## src/rtl/dtg_pkg.sv

```systemverilog
package dtg_pkg;
  localparam int ADDR_W = 4;

  localparam logic [ADDR_W-1:0] A_CTRL = 4'd0;
  localparam logic [ADDR_W-1:0] A_SYNC = 4'd1;
  localparam logic [ADDR_W-1:0] A_DISP = 4'd2;
  localparam logic [ADDR_W-1:0] A_TIM0 = 4'd4;

  typedef enum int {
    T_HTOT = 0,
    T_HACT = 1,
    T_HSS  = 2,
    T_HSE  = 3,
    T_VTOT = 4,
    T_VACT = 5,
    T_VSS  = 6,
    T_VSE  = 7,
    T_PF   = 8
  } tim_idx_e;

  localparam int NUM_TIM = 9;

  // control register bits
  localparam int B_EN      = 0;
  localparam int B_REFRESH = 1;
  // sync control bits
  localparam int B_SOG     = 0;
  localparam int B_ALLOFF  = 1;
  localparam int B_HINV    = 3;
  localparam int B_VINV    = 4;
  localparam int B_HOFF    = 5;
  localparam int B_VOFF    = 6;
  // display control bit
  localparam int B_DOFF    = 1;

  typedef struct packed {
    logic sog;
    logic all_off;
    logic hinv;
    logic vinv;
    logic hoff;
    logic voff;
  } sync_ctl_t;
endpackage

```

## src/rtl/dtg_regs.sv

```systemverilog
module dtg_regs
  import dtg_pkg::*;
#(
  parameter int CNT_W = 12
) (
  input  logic                             clk_i,
  input  logic                             rst_ni,
  input  logic                             wr_en_i,
  input  logic [ADDR_W-1:0]                wr_addr_i,
  input  logic [CNT_W-1:0]                 wr_data_i,
  input  logic                             frame_wrap_i,
  output logic                             en_o,
  output logic                             refresh_o,
  output logic                             disp_off_o,
  output sync_ctl_t                        sync_o,
  output logic [NUM_TIM-1:0][CNT_W-1:0]    tim_o
);
  logic                          en_q, refresh_q, disp_off_q;
  sync_ctl_t                     sync_q;
  logic [NUM_TIM-1:0][CNT_W-1:0] shadow_q;
  logic [NUM_TIM-1:0][CNT_W-1:0] live_q;
  logic                          commit;

  assign commit = ~en_q | frame_wrap_i;

  always_ff @(posedge clk_i or negedge rst_ni) begin
    if (!rst_ni) begin
      en_q       <= 1'b0;
      refresh_q  <= 1'b0;
      disp_off_q <= 1'b0;
      sync_q     <= '0;
    end else if (wr_en_i) begin
      if (wr_addr_i == A_CTRL) begin
        en_q      <= wr_data_i[B_EN];
        refresh_q <= wr_data_i[B_REFRESH];
      end
      if (wr_addr_i == A_SYNC) begin
        sync_q.sog     <= wr_data_i[B_SOG];
        sync_q.all_off <= wr_data_i[B_ALLOFF];
        sync_q.hinv    <= wr_data_i[B_HINV];
        sync_q.vinv    <= wr_data_i[B_VINV];
        sync_q.hoff    <= wr_data_i[B_HOFF];
        sync_q.voff    <= wr_data_i[B_VOFF];
      end
      if (wr_addr_i == A_DISP) begin
        disp_off_q <= wr_data_i[B_DOFF];
      end
    end
  end

  for (genvar i = 0; i < NUM_TIM; i++) begin : g_tim
    localparam logic [ADDR_W-1:0] ADDR = A_TIM0 + ADDR_W'(i);

    always_ff @(posedge clk_i or negedge rst_ni) begin
      if (!rst_ni) begin
        shadow_q[i] <= '0;
      end else if (wr_en_i && wr_addr_i == ADDR) begin
        shadow_q[i] <= wr_data_i;
      end
    end

    // live copy follows the pending copy only at frame start or while idle
    always_ff @(posedge clk_i or negedge rst_ni) begin
      if (!rst_ni) begin
        live_q[i] <= '0;
      end else if (commit) begin
        live_q[i] <= shadow_q[i];
      end
    end
  end

  assign en_o       = en_q;
  assign refresh_o  = refresh_q;
  assign disp_off_o = disp_off_q;
  assign sync_o     = sync_q;
  assign tim_o      = live_q;
endmodule

```

## src/rtl/dtg_counters.sv

```systemverilog
module dtg_counters #(
  parameter int CNT_W = 12
) (
  input  logic             clk_i,
  input  logic             rst_ni,
  input  logic             en_i,
  input  logic [CNT_W-1:0] htot_i,
  input  logic [CNT_W-1:0] vtot_i,
  output logic [CNT_W-1:0] hcnt_o,
  output logic [CNT_W-1:0] vcnt_o,
  output logic             frame_wrap_o
);
  logic [CNT_W-1:0] h_q, v_q;
  logic             line_end, last_line;

  assign line_end     = (h_q == htot_i);
  assign last_line    = (v_q == vtot_i);
  assign frame_wrap_o = en_i & line_end & last_line;

  always_ff @(posedge clk_i or negedge rst_ni) begin
    if (!rst_ni) begin
      h_q <= '0;
      v_q <= '0;
    end else if (!en_i) begin
      h_q <= '0;
      v_q <= '0;
    end else if (line_end) begin
      h_q <= '0;
      v_q <= last_line ? '0 : v_q + CNT_W'(1);
    end else begin
      h_q <= h_q + CNT_W'(1);
    end
  end

  assign hcnt_o = h_q;
  assign vcnt_o = v_q;
endmodule

```

## src/rtl/dtg_pulse_cond.sv

```systemverilog
module dtg_pulse_cond #(
  parameter int CNT_W = 12
) (
  input  logic             en_i,
  input  logic [CNT_W-1:0] cnt_i,
  input  logic [CNT_W-1:0] start_i,
  input  logic [CNT_W-1:0] stop_i,
  input  logic             off_i,
  input  logic             inv_i,
  output logic             gated_o,
  output logic             pin_o
);
  logic raw;

  // half-open window: start inclusive, stop exclusive
  assign raw     = en_i & (cnt_i >= start_i) & (cnt_i < stop_i);
  assign gated_o = raw & ~off_i;
  assign pin_o   = gated_o ^ inv_i;
endmodule

```

## src/rtl/disp_timing_gen.sv

```systemverilog
module disp_timing_gen
  import dtg_pkg::*;
#(
  parameter int CNT_W = 12
) (
  input  logic             clk_i,
  input  logic             rst_ni,
  input  logic             wr_en_i,
  input  logic [3:0]       wr_addr_i,
  input  logic [CNT_W-1:0] wr_data_i,
  output logic             hsync_o,
  output logic             vsync_o,
  output logic             csync_o,
  output logic             de_o,
  output logic             blank_o,
  output logic [CNT_W-1:0] hcount_o,
  output logic [CNT_W-1:0] vcount_o,
  output logic             prefetch_o
);
  logic                          ctrl_en, ctrl_refresh, disp_off, frame_wrap;
  sync_ctl_t                     sync_ctl;
  logic [NUM_TIM-1:0][CNT_W-1:0] tim_act;
  logic [CNT_W-1:0]              hcnt, vcnt, pf_eff;
  logic                          h_gated, v_gated, in_window;

  dtg_regs #(.CNT_W(CNT_W)) i_regs (
    .clk_i        (clk_i),
    .rst_ni       (rst_ni),
    .wr_en_i      (wr_en_i),
    .wr_addr_i    (wr_addr_i),
    .wr_data_i    (wr_data_i),
    .frame_wrap_i (frame_wrap),
    .en_o         (ctrl_en),
    .refresh_o    (ctrl_refresh),
    .disp_off_o   (disp_off),
    .sync_o       (sync_ctl),
    .tim_o        (tim_act)
  );

  dtg_counters #(.CNT_W(CNT_W)) i_cnt (
    .clk_i        (clk_i),
    .rst_ni       (rst_ni),
    .en_i         (ctrl_en),
    .htot_i       (tim_act[T_HTOT]),
    .vtot_i       (tim_act[T_VTOT]),
    .hcnt_o       (hcnt),
    .vcnt_o       (vcnt),
    .frame_wrap_o (frame_wrap)
  );

  dtg_pulse_cond #(.CNT_W(CNT_W)) i_hs (
    .en_i    (ctrl_en),
    .cnt_i   (hcnt),
    .start_i (tim_act[T_HSS]),
    .stop_i  (tim_act[T_HSE]),
    .off_i   (sync_ctl.hoff | sync_ctl.all_off),
    .inv_i   (sync_ctl.hinv),
    .gated_o (h_gated),
    .pin_o   (hsync_o)
  );

  dtg_pulse_cond #(.CNT_W(CNT_W)) i_vs (
    .en_i    (ctrl_en),
    .cnt_i   (vcnt),
    .start_i (tim_act[T_VSS]),
    .stop_i  (tim_act[T_VSE]),
    .off_i   (sync_ctl.voff | sync_ctl.all_off),
    .inv_i   (sync_ctl.vinv),
    .gated_o (v_gated),
    .pin_o   (vsync_o)
  );

  assign csync_o   = sync_ctl.sog & (h_gated | v_gated);
  assign in_window = (hcnt <= tim_act[T_HACT]) & (vcnt <= tim_act[T_VACT]);
  assign de_o      = ctrl_en & ctrl_refresh & ~disp_off & in_window;
  assign blank_o   = ~de_o;

  // clamp keeps the strobe inside the line
  assign pf_eff     = (tim_act[T_PF] > tim_act[T_HTOT]) ? tim_act[T_HTOT] : tim_act[T_PF];
  assign prefetch_o = ctrl_en & ctrl_refresh & (hcnt == pf_eff);

  assign hcount_o = hcnt;
  assign vcount_o = vcnt;
endmodule

```

## config.mk

```make
export PLATFORM = sky130hd
export DESIGN_NAME = disp_timing_gen
export DESIGN_NICKNAME = d
export VERILOG_FILES = /design/src/rtl/dtg_pkg.sv /design/src/rtl/dtg_regs.sv /design/src/rtl/dtg_counters.sv /design/src/rtl/dtg_pulse_cond.sv /design/src/rtl/disp_timing_gen.sv
export SDC_FILE = /design/constraint.sdc
export NUM_CORES = 1
export LEC_CHECK = 0
export CAP_MARGIN = 10
export CORE_ASPECT_RATIO = 0.6
export CORE_UTILIZATION = 40
export CTS_CLUSTER_SIZE = 14
export DETAILED_ROUTE_END_ITERATION = 8
export DONT_BUFFER_PORTS = 1
export SYNTH_ARGS = -nofsm -noshare
export SYNTH_HDL_FRONTEND = slang
export SYNTH_SLANG_ARGS = --single-unit
```

## constraint.sdc

```tcl
create_clock -name clk_i -period 8.3 [get_ports clk_i]
set_input_delay 1.245 -clock clk_i [delete_from_list [all_inputs] [get_ports clk_i]]
set_output_delay 1.245 -clock clk_i [all_outputs]
set_load 0.005 [all_outputs]
```

# Word level (Yosys, flattened, before mapping)
# Index checks and enable logic that the tools add are counted.
dict set report word_totals {
  mem_bits_ro 0
  input_bits 19
  ff_bits 249
  word_cells 97
  memories 0
  out_inout_bits 30
  latchBits 0
  mem_bits_rw 0
}
dict set report op_classes {
  n_shift 0
  n_mux 6
  order_cmp 7
  n_mul 0
  eq_ne 15
  n_reduce_logical 13
  bitwise 25
  div_mod_pow 0
  add_sub_neg 2
}
# operator count
set ops {}
lappend ops {{2-to-1 mux 12 bit} 6}
lappend ops {{equality test 12 bit} 3}
lappend ops {{adder 12 x 1 -> 12 bit (second input constant)} 2}
lappend ops {{greater-or-equal comparator 12 bit} 2}
lappend ops {{<= comparator 12 bit} 2}
lappend ops {{< comparator 12 bit} 2}
lappend ops {{equality test 4 bit (second input constant)} 5}
lappend ops {{equality test 4 x 3 -> 1 bit (second input constant)} 4}
lappend ops {{bitwise AND 1 bit} 14}
lappend ops {{> comparator 12 bit} 1}
lappend ops {{logical AND 1 bit} 9}
lappend ops {{AND reduction 2 bit} 3}
lappend ops {{inverter 1 bit} 5}
lappend ops {{equality test 4 x 1 -> 1 bit (second input constant)} 1}
lappend ops {{equality test 4 x 2 -> 1 bit (second input constant)} 1}
lappend ops {{logical NOT 4 bit} 1}
lappend ops {{OR 1 bit} 4}
lappend ops {{!= test 2 x 1 -> 1 bit (second input constant)} 1}
lappend ops {{bitwise XOR 1 bit} 2}

# Depth between registers and ports, before layout
# Gate-level depths: netlist (run 1).
dict set report depth {
  depth_word 6
  ltp_mapped 9
  mapped_depth_nobuf 8
}

# Modules after synthesis
# From an unflattened synthesis (run 1), not the netlist that was laid out.
dict set report hier_totals {
  hier_cells 1026
  area_unflattened_um2 12762.2
}
# mod instances seq_area_each_um2 cells_per_inst area_each_um2
set modules_own_cells {}
lappend modules_own_cells {dtg_regs 1 5630.4 498 8519.4}
lappend modules_own_cells {dtg_counters 1 600.6 160 1557.7}
lappend modules_own_cells {disp_timing_gen 1 0.0 186 1376.3}
lappend modules_own_cells {dtg_pulse_cond 2 0.0 91 654.4}

# Worst setup path before layout (run 1)
# OpenSTA, ideal clock, no wires.
dict set report synth_path {
  path_type {register to output}
  startpoint {reg i_regs.live_q (netlist bit i_regs.tim_o[106])}
  endpoint {out prefetch_o}
  setup_slack_ns 4.737
  arrival_time_ns 2.318
  t_required_ns 7.055
  n_path_buf 0
  stages_incl_launch_ff 7
  path_cell_list {dfrtp_1 > ha_1 > nand4_1 > or3_1 > and3_1 > or4_1 > a2111oi_2}
}
dict set report synth_via {
  elab_chain_len 4
}
# element line
set synth_lines {}
lappend synth_lines {{from (decl)} dtg_regs.sv:21} ;# logic [NUM_TIM-1:0][CNT_W-1:0] live_q;
lappend synth_lines {{from (signal, indexed assignment)} dtg_regs.sv:67} ;# live_q[i] <= shadow_q[i];
lappend synth_lines {{> comparator 12 bit} disp_timing_gen.sv:79} ;# assign pf_eff = (tim_act[T_PF] > tim_act[T_HTOT]) ? tim_act[T_HTOT] : tim_act[T_PF];
lappend synth_lines {{2-to-1 mux 12 bit *} disp_timing_gen.sv:79}
lappend synth_lines {{equality test 12 bit *} disp_timing_gen.sv:80} ;# assign prefetch_o = ctrl_en & ctrl_refresh & (hcnt == pf_eff);
lappend synth_lines {{bitwise AND 1 bit *} disp_timing_gen.sv:80}
lappend synth_lines {{to (decl)} disp_timing_gen.sv:18} ;# output logic prefetch_o
# Mark *: on every way between the ends. The rest lies on a longest branch, timed or not.

# Worst setup path after layout (run 1)
dict set report layout_path {
  startpoint {reg i_cnt.h_q[11] (netlist: i_cnt.hcnt_o[11])}
  endpoint {out prefetch_o}
}
dict set report layout_via {
  elab_chain_len 2
}
# element line
set layout_lines {}
lappend layout_lines {{from (decl)} dtg_counters.sv:13} ;# logic [CNT_W-1:0] h_q, v_q;
lappend layout_lines {{from (signal assigned)} dtg_counters.sv:31} ;# h_q <= h_q + CNT_W'(1);
lappend layout_lines {{equality test 12 bit} disp_timing_gen.sv:80}
lappend layout_lines {{bitwise AND 1 bit} disp_timing_gen.sv:80}
# No other way between the ends.

==> results.py, run 1 <==
metrics = {
    "clock_network": {
        "cts_made_buffers": 25,
        "tritoncts": "done",
        "clock_tree.root_cell": "sky130_fd_sc_hd__clkbuf_16",
        "cts_max_level": 1,
        "cts_setup_buffers": 0,
        "post_cts_resized": 0,
        "clock_sinks": 249,
        "postCtsHoldBufs": 0,
        "worstSkewPairLatency_ps": 530,
        "cts-root-to-sink-buffers": 3,
        "clk_pin_slew_worst_paths_ps": 60,
    },
    "sta": {
        "final_worst_path_period_share": 0.536,
        "final.setup_skew_ps": 16.7,
        "final.setup.tns_ps": 0,
        "post-route-min-period_ps": 4450,
        "timing_worst_slew_pin_value_ps": 1150,
        "setup_violations": 0,
        "timing_hold_violations_final": 0,
        "setup_repair_after_global_routing_missed_its_margin": "false",
        "max-slew-margin-rel": 0.228,
        "max_clock_freq_mhz": 225,
        "finalMaxSlewViolations": 0,
    },
    "worst_setup_path": {
        "crit_path_start_kind": "flop",
        "crit_start": "i_cnt.hcnt_o[11]$_DFF_PN0_",
        "cp.buffers_inverters": 0,
        "worstPathRequired_ps": 7050,
        "crit_cells": 6,
        "critPathArrivalTime_ps": 3210,
        "reg2reg_from": "i_cnt.hcnt_o[8]$_DFF_PN0_",
        "timing.critical_path.cells": "xor2_1 > nor4_4 > nand3_1 > o311a_1 > or4_1 > a2111oi_2",
        "critical_path_end_type": "primary output",
        "crit_family": "simple AND/OR/NAND/NOR gates",
        "critPathKind": "reg2out",
        "timing.critical_path.fanout_max": 8,
        "worst_reg_to_reg_path_cell_count": 6,
        "crit_slowest_cell": "sky130_fd_sc_hd__dfrtp_1",
        "cpPeakStageDelay_ps": 670,
    },
    "yosys": {
        "syn-num-nets": 1175,
        "seq_area_frac_synth": 0.518,
        "number_of_flops_mapped_to_enable_cells_by_yosys": 0,
        "yosys.area.top_type": "sky130_fd_sc_hd__dfrtp_1",
        "synth_seq_cells": 249,
        "area_share_of_the_largest_cell_type_after_synthesis": 0.518,
        "dominantRegCellSynth": "sky130_fd_sc_hd__dfrtp_1",
        "synthCells": 1072,
        "synth.avg_cell_area_um2": 11.2,
        "synth.yosys.warnings": 0,
        "ys_top_cells_by_area": "sky130_fd_sc_hd__dfrtp_1 52%, sky130_fd_sc_hd__mux2_2 13%, sky130_fd_sc_hd__ha_1 8.7%",
        "yosysUniqueCellTypes": 50,
        "post_synth_instance_area_mm2": 0.0120,
        "async_flop_share": 1.00,
    },
    "run_status": {
        "status": "finished clean",
    },
    "pwr": {
        "power.leakage_nw": 6.20,
        "internal_power_mw": 2.68,
        "vdd_drop_max_mv": 0.140,
        "p_per_cell_area_mw_per_mm2": 295,
        "power_frac_clock": 0.295,
        "combPwrFrac": 0.255,
        "power_switching_share": 0.314,
        "power_switching_mw": 1.23,
        "power.share.sequential": 0.449,
    },
    "route": {
        "drt-wirelength-per-cell_um": 20.6,
        "drc_errors": 0,
        "firstDrtPassIters": 5,
        "vias": 7803,
        "post_drt_via_cell_ratio": 5.28,
        "routed_wl_um": 30500,
        "antenna_violating_nets_post_route": 0,
        "drt_iter0_drc": 576,
    },
    "floorplan": {
        "row_count": 48,
        "fp.dieArea_mm2": 0.0308,
        "core_area_mm2": 0.0291,
        "floorplan.initialDensity": 0.413,
        "dieHeight_um": 136,
        "floorplan.io_pins": 49,
        "die_width_um": 226,
    },
    "cells_and_area": {
        "multi_input_comb_area_mm2": 0.00530,
        "layout.cell_area.non_filler_mm2": 0.0132,
        "regArea_mm2": 0.00623,
        "design.final.nets": 1165,
        "syn2layout_area_growth_pct": 10.1,
        "layout.filler_cells": 2684,
        "layout-drive-gt1-share": 0.174,
    },
    "placed_design": {
        "final_weighted_congestion_in_routability_driven_placement": 0.856,
        "dp.final_hpwl_um": 20400,
        "port_buffers": 0,
        "post_dp_cell_area_mm2": 0.0124,
    },
    "grt": {
        "overflow": 0,
        "grt_antenna_before_repair": 1,
        "grt_util_all_layers": 0.207,
        "grt_pass1_vias": 7566,
        "grt_first_pass_wirelength_um": 47600,
        "grt_start_max_net_pins": 250,
    },
    "worst_hold_path": {
        "classification_of_the_worst_slack_hold_path": "in2async",
    },
    "flow_run": {
        "cap_viol_max_count": 0,
    },
}
Yosys cell counts (all sizes together) (3+ instances only):
library cell	count
or3	11
nand2b	10
clkbuf	24
o21ai	101
a2111o	3
o21a	6
dfrtp	249
nor2b	7
nor3b	3
nor4	6
and3	3
xnor2	11
nor2	35
a31oi	3
nand3	16
a21oi	27
inv	89
nand2	103
nand4	19
ha	84
xor2	36
nor3	11
o211ai	4
mux2	145
buf	20
a21o	14
mux2i	3
through the flow:
step / utilization / hold slack (ps) / setup WS (ps) / instances / power [mW]
after detailed placement: 0.426 / 465 / 4370 / 1435 / 2.78
after floorplan: - / 444 / 4740 / 1072 / 2.49
final: 0.455 / 404 / 3850 / 1478 / 3.91
after global routing: 0.455 / 374 / 3590 / 1477 / 4.17
after CTS: 0.455 / 383 / 3800 / 1477 / 3.95
after global placement: 0.426 / 459 / 4420 / 1435 / 2.75
final timing paths:
check	to	slack [ps]
worst max-delay path	prefetch_o	3850
worst min-delay path	i_regs.tim_o[45]$_DFFE_PN0P_	400
worst max register to register	i_regs.tim_o[53]$_DFFE_PN0P_	4420
worst min register to register	i_regs.tim_o[38]$_DFFE_PN0P_	480
max in group asynchronous	i_regs.tim_o[6]$_DFFE_PN0P_	7510
min in group clk_i	i_regs.tim_o[38]$_DFFE_PN0P_	480
cells by family (layout without fill, tap and decap cells):
kind of cell,Yosys count,count (layout),synth area share
xor+xnor,47,47,0.0342
compound gates,179,179,0.0877
other cells,0,1,0
simple gates,232,232,0.0916
mux,148,148,0.138
buf+inv,133,138,0.0430
flops,249,249,0.518
fa+ha+maj,84,84,0.0874
cells in the final DEF (no fill, tap or decap), drive strengths merged, types with 14 or more instances in the layout:
cell type	synthesis	layout
ha	84	84
a21o	14	14
nand4	19	19
dfrtp	249	249
o21ai	101	101
nand2	103	103
mux2	145	145
inv	89	89
a21oi	27	27
clkbuf	24	38
nand3	16	16
xor2	36	36
nor2	35	35
flip-flops by register name, indices dropped and copies added (netlist names):
| name | cells |
|---|---|
| i_regs.shadow_q | 108 |
| i_regs.en_o | 1 |
| i_regs.disp_off_o | 1 |
| i_cnt.vcnt_o | 12 |
| i_cnt.hcnt_o | 12 |
| i_regs.sync_o | 6 |
| i_regs.refresh_o | 1 |
| i_regs.tim_o | 108 |
routing by layer:
metal	wire length (µm)	track usage
met1	16600	0.340
met2	11800	0.276
met3	1590	0.0391
met4	469	0.0374
met5	0	0
power by group through the flow:
stage / Clock, mW / Combinational [mW] / Sequential (mW)
3_5_place_dp: 0 / 1.00 / 1.78
2_1_floorplan: 0 / 0.789 / 1.70
4_1_cts: 1.18 / 1.01 / 1.76
3_3_place_gp: 0 / 0.988 / 1.76
6_report: 1.15 / 0.998 / 1.76
5_1_grt: 1.24 / 1.14 / 1.80
cell type report:
class,instances,share of cell area
multi-input combinational,690,0.400
tap,400,0.0378
clock buffer,38,0.0570
timing repair buffer,7,0.00397
inverter,89,0.0252
antenna,1,0.000189
clock inverter,4,0.00548
sequential,249,0.470
No activity file was read; power rests on OpenSTA's default activity.
==> run 2, diff against run 1 <==
--- a/config.mk
+++ b/config.mk
@@ -5,6 +5,7 @@
 export SDC_FILE = /design/constraint.sdc
 export NUM_CORES = 1
 export LEC_CHECK = 0
+export ABC_AREA = 1
 export CAP_MARGIN = 10
 export CORE_ASPECT_RATIO = 0.6
 export CORE_UTILIZATION = 40
==> constraint.sdc (replaced) <==
create_clock -name clk_i -period 4 [get_ports clk_i]
set_input_delay 0.6 -clock clk_i [delete_from_list [all_inputs] [get_ports clk_i]]
set_output_delay 0.6 -clock clk_i [all_outputs]
set_load 0.005 [all_outputs]
==> run 2 against run 1 <==
Against the previous run:
- the flow now finishes with violations (hold timing)
- largest power group unchanged
- worst setup slack got worse by 3400 ps
- via count rose by 18%
- clock power rose by 110%
==> results.py, run 2 <==
metrics = {
    "clock_network": {
        "post_cts_resized": 0,
        "cts_setup_buffers": 0,
        "clk_pin_slew_worst_paths_ps": 70,
        "cts-root-to-sink-buffers": 3,
        "cts_max_level": 1,
        "worstSkewPairLatency_ps": 530,
        "clock_tree.root_cell": "sky130_fd_sc_hd__clkbuf_16",
        "tritoncts": "done",
        "clock_sinks": 249,
        "cts_made_buffers": 25,
    },
    "route": {
        "routed_wl_um": 32500,
        "vias": 9225,
        "drt-wirelength-per-cell_um": 17.9,
        "drc_errors": 0,
        "drt_iter0_drc": 951,
        "post_drt_via_cell_ratio": 5.09,
        "firstDrtPassIters": 5,
        "antenna_violating_nets_post_route": 0,
    },
    "floorplan": {
        "dieHeight_um": 137,
        "floorplan.initialDensity": 0.407,
        "floorplan.io_pins": 49,
        "die_width_um": 228,
        "row_count": 49,
        "core_area_mm2": 0.0300,
        "fp.dieArea_mm2": 0.0313,
    },
    "sta": {
        "setup_violations": 0,
        "final.hold.worst_slack_ps": -211,
        "finalMaxSlewViolations": 0,
        "post-route-min-period_ps": 3580,
        "timing_worst_slew_pin_value_ps": 870,
        "setup_slack_ps": 418,
        "timing_hold_violations_final": 249,
        "setup_repair_after_global_routing_missed_its_margin": "false",
        "final_worst_path_period_share": 0.896,
        "max_clock_freq_mhz": 279,
        "max-slew-margin-rel": 0.419,
        "final.setup_skew_ps": 20.9,
        "final.setup.tns_ps": 0,
    },
    "cells_and_area": {
        "design.final.nets": 1491,
        "final_common_cell": "sky130_fd_sc_hd__nand2_1",
        "syn2layout_area_growth_pct": 9.58,
        "layout-drive-gt1-share": 0.0641,
        "post-route-util": 0.446,
        "layout.cells.most_common_list": "404 x sky130_fd_sc_hd__nand2_1, 249 x sky130_fd_sc_hd__dfrtp_1, 143 x sky130_fd_sc_hd__inv_1",
        "layout.filler_cells": 2939,
        "diodes": 0,
    },
    "run_status": {
        "status": "finished with violations",
        "failed_checks": "hold timing",
    },
    "worst_hold_path": {
        "classification_of_the_worst_slack_hold_path": "in2async",
    },
    "worst_setup_path": {
        "timing.critical_path.fanout_max": 15,
        "timing.critical_path.cells": "inv_1 > ha_1 > nand2_1 > inv_1 > nand2_1 > nor2_1 > nand4_1 > nand2_2 > nand2_1 > nand3_1 > nand2_1 > inv_1 > nand2_1 > nor2_1 > nand2_1 > nor2_1",
        "cp.buffers_inverters": 3,
        "cp_common_cell": "sky130_fd_sc_hd__nand2_1",
        "critPathArrivalTime_ps": 2980,
        "critPathKind": "reg2out",
        "worstPathRequired_ps": 3400,
        "crit_path_start_kind": "flop",
        "crit_slowest_cell": "sky130_fd_sc_hd__dfrtp_1",
        "crit_family": "simple AND/OR/NAND/NOR gates",
        "critical_path_end_type": "primary output",
        "cpPeakStageDelay_ps": 360,
    },
    "grt": {
        "grt_antenna_before_repair": 1,
        "overflow": 0,
        "grt_start_max_net_pins": 250,
        "grt_util_all_layers": 0.217,
        "grt_first_pass_wirelength_um": 50900,
        "grt_pass1_vias": 8534,
    },
    "pwr": {
        "power.leakage_nw": 6.62,
        "vdd_drop_max_mv": 0.237,
        "p_per_cell_area_mw_per_mm2": 679,
        "design_power_total_mw": 9.09,
    },
    "yosys": {
        "post_synth_instance_area_mm2": 0.0122,
        "synth_seq_cells": 249,
        "number_of_flops_mapped_to_enable_cells_by_yosys": 0,
        "synth_commonest_cells": "404 x sky130_fd_sc_hd__nand2_1, 249 x sky130_fd_sc_hd__dfrtp_1, 143 x sky130_fd_sc_hd__inv_1",
        "async_flop_share": 1.00,
        "yosysMostFrequentCell": "sky130_fd_sc_hd__nand2_1",
        "seq_area_frac_synth": 0.510,
        "yosysUniqueCellTypes": 36,
        "ys_top_cells_by_area": "sky130_fd_sc_hd__dfrtp_1 51%, sky130_fd_sc_hd__nand2_1 12%, sky130_fd_sc_hd__ha_1 8.6%",
        "syn-num-nets": 1502,
        "dominantRegCellSynth": "sky130_fd_sc_hd__dfrtp_1",
        "area_share_of_the_largest_cell_type_after_synthesis": 0.510,
        "synthCells": 1399,
        "synth.avg_cell_area_um2": 8.73,
        "synth.yosys.warnings": 0,
        "yosys.area.top_type": "sky130_fd_sc_hd__dfrtp_1",
    },
    "placed_design": {
        "preCtsSetupSlack_ps": 1050,
        "port_buffers": 0,
        "final_weighted_congestion_in_routability_driven_placement": 0.884,
        "dp.final_hpwl_um": 21900,
    },
    "flow_run": {
        "cap_viol_max_count": 0,
    },
}
[run 2: cell count changes in the layout (fill, tap and decap cells not counted), moves of 21 or more]
cell                      previous run  this run
sky130_fd_sc_hd__a21oi_1            27        48
sky130_fd_sc_hd__mux2_2            137         0
sky130_fd_sc_hd__nand3_1            16        37
sky130_fd_sc_hd__nand2_1           103       404
sky130_fd_sc_hd__inv_1              89       143
sky130_fd_sc_hd__o21ai_0            38       138
sky130_fd_sc_hd__nor2_1             33        59
[run 2: through the flow]
stage               hold WS, ps  cell area, µm²  cells
finish                     -211           13400   1812
global placement            324           12500   1768
global route               -248           13400   1812
CTS                        -243           13400   1811
detailed placement          325           12500   1768
floorplan                   304           12200   1399
[run 2: where the power goes]
group          internal (mW)  switching [mW]
Clock                   1.46            1.01
Combinational           1.03            2.00
Sequential              3.23           0.366
[run 2: area by class of cell]
class / instances / area [µm²] / area share
Clock buffer: 37 / 771 / 0.0576
Clock inverter: 6 / 87.6 / 0.00654
Inverter: 147 / 557 / 0.0416
Multi-Input combinational cell: 951 / 5080 / 0.379
Sequential cell: 249 / 6230 / 0.466
Tap cell: 408 / 510 / 0.0381
Timing Repair Buffer: 14 / 150 / 0.0112
[run 2: final timing paths]
path                                                      start                       endpoint  slack, ps  cells after the start
worst max-delay path                i_regs.tim_o[9]$_DFFE_PN0P_                     prefetch_o        420                     16
worst min-delay path                                     rst_ni   i_regs.tim_o[27]$_DFFE_PN0P_       -210                      0
worst max register to register        i_cnt.hcnt_o[4]$_DFF_PN0_    i_cnt.vcnt_o[6]$_DFFE_PN0P_       1370                     11
worst min register to register  i_regs.shadow_q[60]$_DFFE_PN0P_   i_regs.tim_o[60]$_DFFE_PN0P_        460                      2
max in group asynchronous                                rst_ni      i_cnt.hcnt_o[8]$_DFF_PN0_       3800                      0
min in group clk_i                                      wr_en_i  i_regs.disp_off_o$_DFFE_PN0P_        260                      2
[run 2: kinds of logic after synthesis]
family | Yosys count | share of synthesized area
DFF | 249 | 0.510
and+or+nand+nor | 557 | 0.189
buffers and inverters | 199 | 0.0742
AOI/OAI and AO/OA | 283 | 0.122
xor gates and xnor gates | 27 | 0.0194
adders and majority gates | 84 | 0.0861
[run 2: worst reg2reg max path, cell delays in order, from the launching register on]
cell and delay (ps):
sky130_fd_sc_hd__dfrtp_1 590, sky130_fd_sc_hd__inv_1 190, sky130_fd_sc_hd__nand2_1 100, sky130_fd_sc_hd__nand4_1 90, sky130_fd_sc_hd__nor2_1 210, sky130_fd_sc_hd__nand4_1 300
sky130_fd_sc_hd__nand2_2 190, sky130_fd_sc_hd__buf_4 290, sky130_fd_sc_hd__inv_2 170, sky130_fd_sc_hd__nor2_1 190, sky130_fd_sc_hd__a21oi_1 100, sky130_fd_sc_hd__nor3_2 140
[run 2: metal layers]
metal  part of all wire  track usage  vias up
met5                  0            0        -
met4              0.019       0.0459        0
met3              0.059       0.0367       44
met2               0.39        0.295      232
met1               0.53        0.350     4427
li1                   -            -     4522
==> run 3, diff against run 2 <==
==> constraint.sdc (replaced) <==
create_clock -name clk_i -period 4 [get_ports clk_i]
set_input_delay 0.2 -clock clk_i [delete_from_list [all_inputs] [get_ports clk_i]]
set_output_delay 0.2 -clock clk_i [all_outputs]
set_load 0.005 [all_outputs]
==> run 3 against run 2 <==
Against the previous run:
- the flow still finishes with violations (hold timing)
- clock-buffer cell count shrank 4
- first-iteration DRC count grew 0.32%
- cell area is essentially flat
- combinational power shrank 2%
- critical path depth grew 1
- flip-flop and latch count is the same
- clock skew shrank 7.6 ps
- wire length grew 2.1%
- final cell count grew 0.55%
- worst setup slack lost 44 ps
- die area is the same
- largest cell class unchanged
- largest power group unchanged
==> results.py, run 3 (synthesis gave the netlist of run 2 again) <==
metrics = {
    "cells_and_area": {
        "layout.filler_cells": 2931,
        "syn2layout_area_growth_pct": 9.68,
        "layout.cells.most_common_list": "404 x sky130_fd_sc_hd__nand2_1, 249 x sky130_fd_sc_hd__dfrtp_1, 143 x sky130_fd_sc_hd__inv_1",
        "post-route-util": 0.447,
        "final_common_cell": "sky130_fd_sc_hd__nand2_1",
        "non_filler_instance_count_after_layout": 1822,
        "layout-drive-gt1-share": 0.0651,
        "design.final.nets": 1502,
        "diodes": 0,
        "layout.cell_area.non_filler_mm2": 0.0134,
    },
    "floorplan": {
        "fp.dieArea_mm2": 0.0313,
        "dieHeight_um": 137,
        "die_width_um": 228,
        "floorplan.initialDensity": 0.407,
        "row_count": 49,
        "core_area_mm2": 0.0300,
        "floorplan.io_pins": 49,
    },
    "run_status": {
        "failed_checks": "hold timing",
        "status": "finished with violations",
    },
    "placed_design": {
        "post_dp_cell_area_mm2": 0.0125,
        "placedCellCount": 1771,
        "dp.final_hpwl_um": 22800,
        "final_weighted_congestion_in_routability_driven_placement": 0.919,
        "preCtsSetupSlack_ps": 827,
        "port_buffers": 0,
    },
    "pwr": {
        "internal_power_mw": 5.55,
        "combPwrFrac": 0.332,
        "vdd_drop_max_mv": 0.323,
        "power_frac_clock": 0.261,
        "power.leakage_nw": 6.63,
        "power_switching_share": 0.379,
        "p_per_cell_area_mw_per_mm2": 667,
        "power_switching_mw": 3.39,
        "power.share.sequential": 0.407,
    },
    "sta": {
        "setup_slack_ps": 374,
        "setup_violations": 0,
        "finalMaxSlewViolations": 0,
        "timing_worst_slew_pin_value_ps": 958,
        "final.setup_skew_ps": 13.3,
        "final.hold.worst_slack_ps": -643,
        "max_clock_freq_mhz": 276,
        "max-slew-margin-rel": 0.359,
        "timing_hold_violations_final": 249,
        "final_worst_path_period_share": 0.907,
        "setup_repair_after_global_routing_missed_its_margin": "false",
        "final.setup.tns_ps": 0,
        "post-route-min-period_ps": 3630,
    },
    "clock_network": {
        "clock_tree.root_cell": "sky130_fd_sc_hd__clkbuf_16",
        "tritoncts": "done",
        "clock_sinks": 249,
        "post_cts_resized": 0,
        "cts_setup_buffers": 0,
        "cts_max_level": 1,
        "cts-root-to-sink-buffers": 3,
        "cts_made_buffers": 25,
        "worstSkewPairLatency_ps": 540,
        "postCtsHoldBufs": 8,
        "clk_pin_slew_worst_paths_ps": 70,
    },
    "worst_hold_path": {
        "classification_of_the_worst_slack_hold_path": "in2async",
    },
    "flow_run": {
        "cap_viol_max_count": 0,
    },
    "grt": {
        "grt_first_pass_wirelength_um": 51600,
        "grt_antenna_before_repair": 1,
        "grt_util_all_layers": 0.221,
        "overflow": 0,
        "grt_start_max_net_pins": 250,
        "grt_pass1_vias": 8288,
    },
    "route": {
        "post_drt_via_cell_ratio": 5.11,
        "antenna_violating_nets_post_route": 0,
        "routed_wl_um": 33100,
        "drt-wirelength-per-cell_um": 18.2,
        "firstDrtPassIters": 7,
        "drt_iter0_drc": 954,
        "drc_errors": 0,
        "vias": 9310,
    },
    "worst_setup_path": {
        "timing.critical_path.cells": "inv_1 > ha_1 > nand2_1 > inv_1 > nand2_1 > nor2_1 > nand2_1 > nand3_1 > buf_4 > nand2_2 > nand2_1 > nand3_1 > nand2_1 > nand2_1 > nor2_1 > nand2_1 > nor2_1",
        "timing.critical_path.fanout_max": 15,
        "worstPathRequired_ps": 3800,
        "crit_slowest_cell": "sky130_fd_sc_hd__dfrtp_1",
        "cpPeakStageDelay_ps": 430,
        "critical_path_end_type": "primary output",
        "crit_path_start_kind": "flop",
        "critPathKind": "reg2out",
        "cp_common_cell": "sky130_fd_sc_hd__nand2_1",
        "critPathArrivalTime_ps": 3430,
    },
}
run 3: per-stage QoR:
stage / total power [mW] / hold slack, ps
after floorplan: 5.88 / -95.6
after global placement: 6.52 / -74.9
after detailed placement: 6.59 / -74.8
after CTS: 8.95 / -649
after global routing: 9.61 / -664
final: 8.94 / -643
run 3: area by class of cell:
cell class	count	area, µm²	share of cell area
Sequential cell	249	6230	0.465
Multi-Input combinational cell	951	5080	0.379
Clock buffer	33	716	0.0534
Inverter	147	557	0.0416
Tap cell	408	510	0.0381
Timing Repair Buffer	25	228	0.0170
Clock inverter	9	77.6	0.00579
run 3: critical path: cells and delay by family (launching register included):
kind	cells	cell delay [ps]
adders and majority gates	1	290
buffers and inverters	3	390
DFF	1	430
and+or+nand+nor	13	1770
run 3: layer usage:
layer / vias to the layer above / track usage / share of wire
met5: - / 0 / 0
met4: 0 / 0.0380 / 0.017
met3: 38 / 0.0501 / 0.076
met2: 271 / 0.289 / 0.39
met1: 4463 / 0.363 / 0.52
li1: 4538 / - / -
run 3: path summary, 6_finish.rpt:
check | startpoint | to | slack [ps] | cells after the start
worst max register to register | i_cnt.hcnt_o[1]$_DFF_PN0_ | i_regs.tim_o[78]$_DFFE_PN0P_ | 780 | 10
max in group asynchronous | rst_ni | i_regs.shadow_q[57]$_DFFE_PN0P_ | 4060 | 0
worst min register to register | i_regs.shadow_q[104]$_DFFE_PN0P_ | i_regs.tim_o[104]$_DFFE_PN0P_ | 460 | 2
worst min-delay path | rst_ni | i_regs.tim_o[98]$_DFFE_PN0P_ | -640 | 0
min in group clk_i | wr_data_i[10] | i_regs.shadow_q[46]$_DFFE_PN0P_ | 100 | 2
worst max-delay path | i_regs.tim_o[10]$_DFFE_PN0P_ | prefetch_o | 370 | 17
run 3: power groups by stage:
stage / clock network [mW] / registers (mW) / logic [mW]
after floorplan: 0 / 3.54 / 2.35
after global placement: 0 / 3.66 / 2.86
after detailed placement: 0 / 3.67 / 2.92
after CTS: 2.37 / 3.63 / 2.94
after global routing: 2.47 / 3.72 / 3.42
final: 2.33 / 3.64 / 2.97
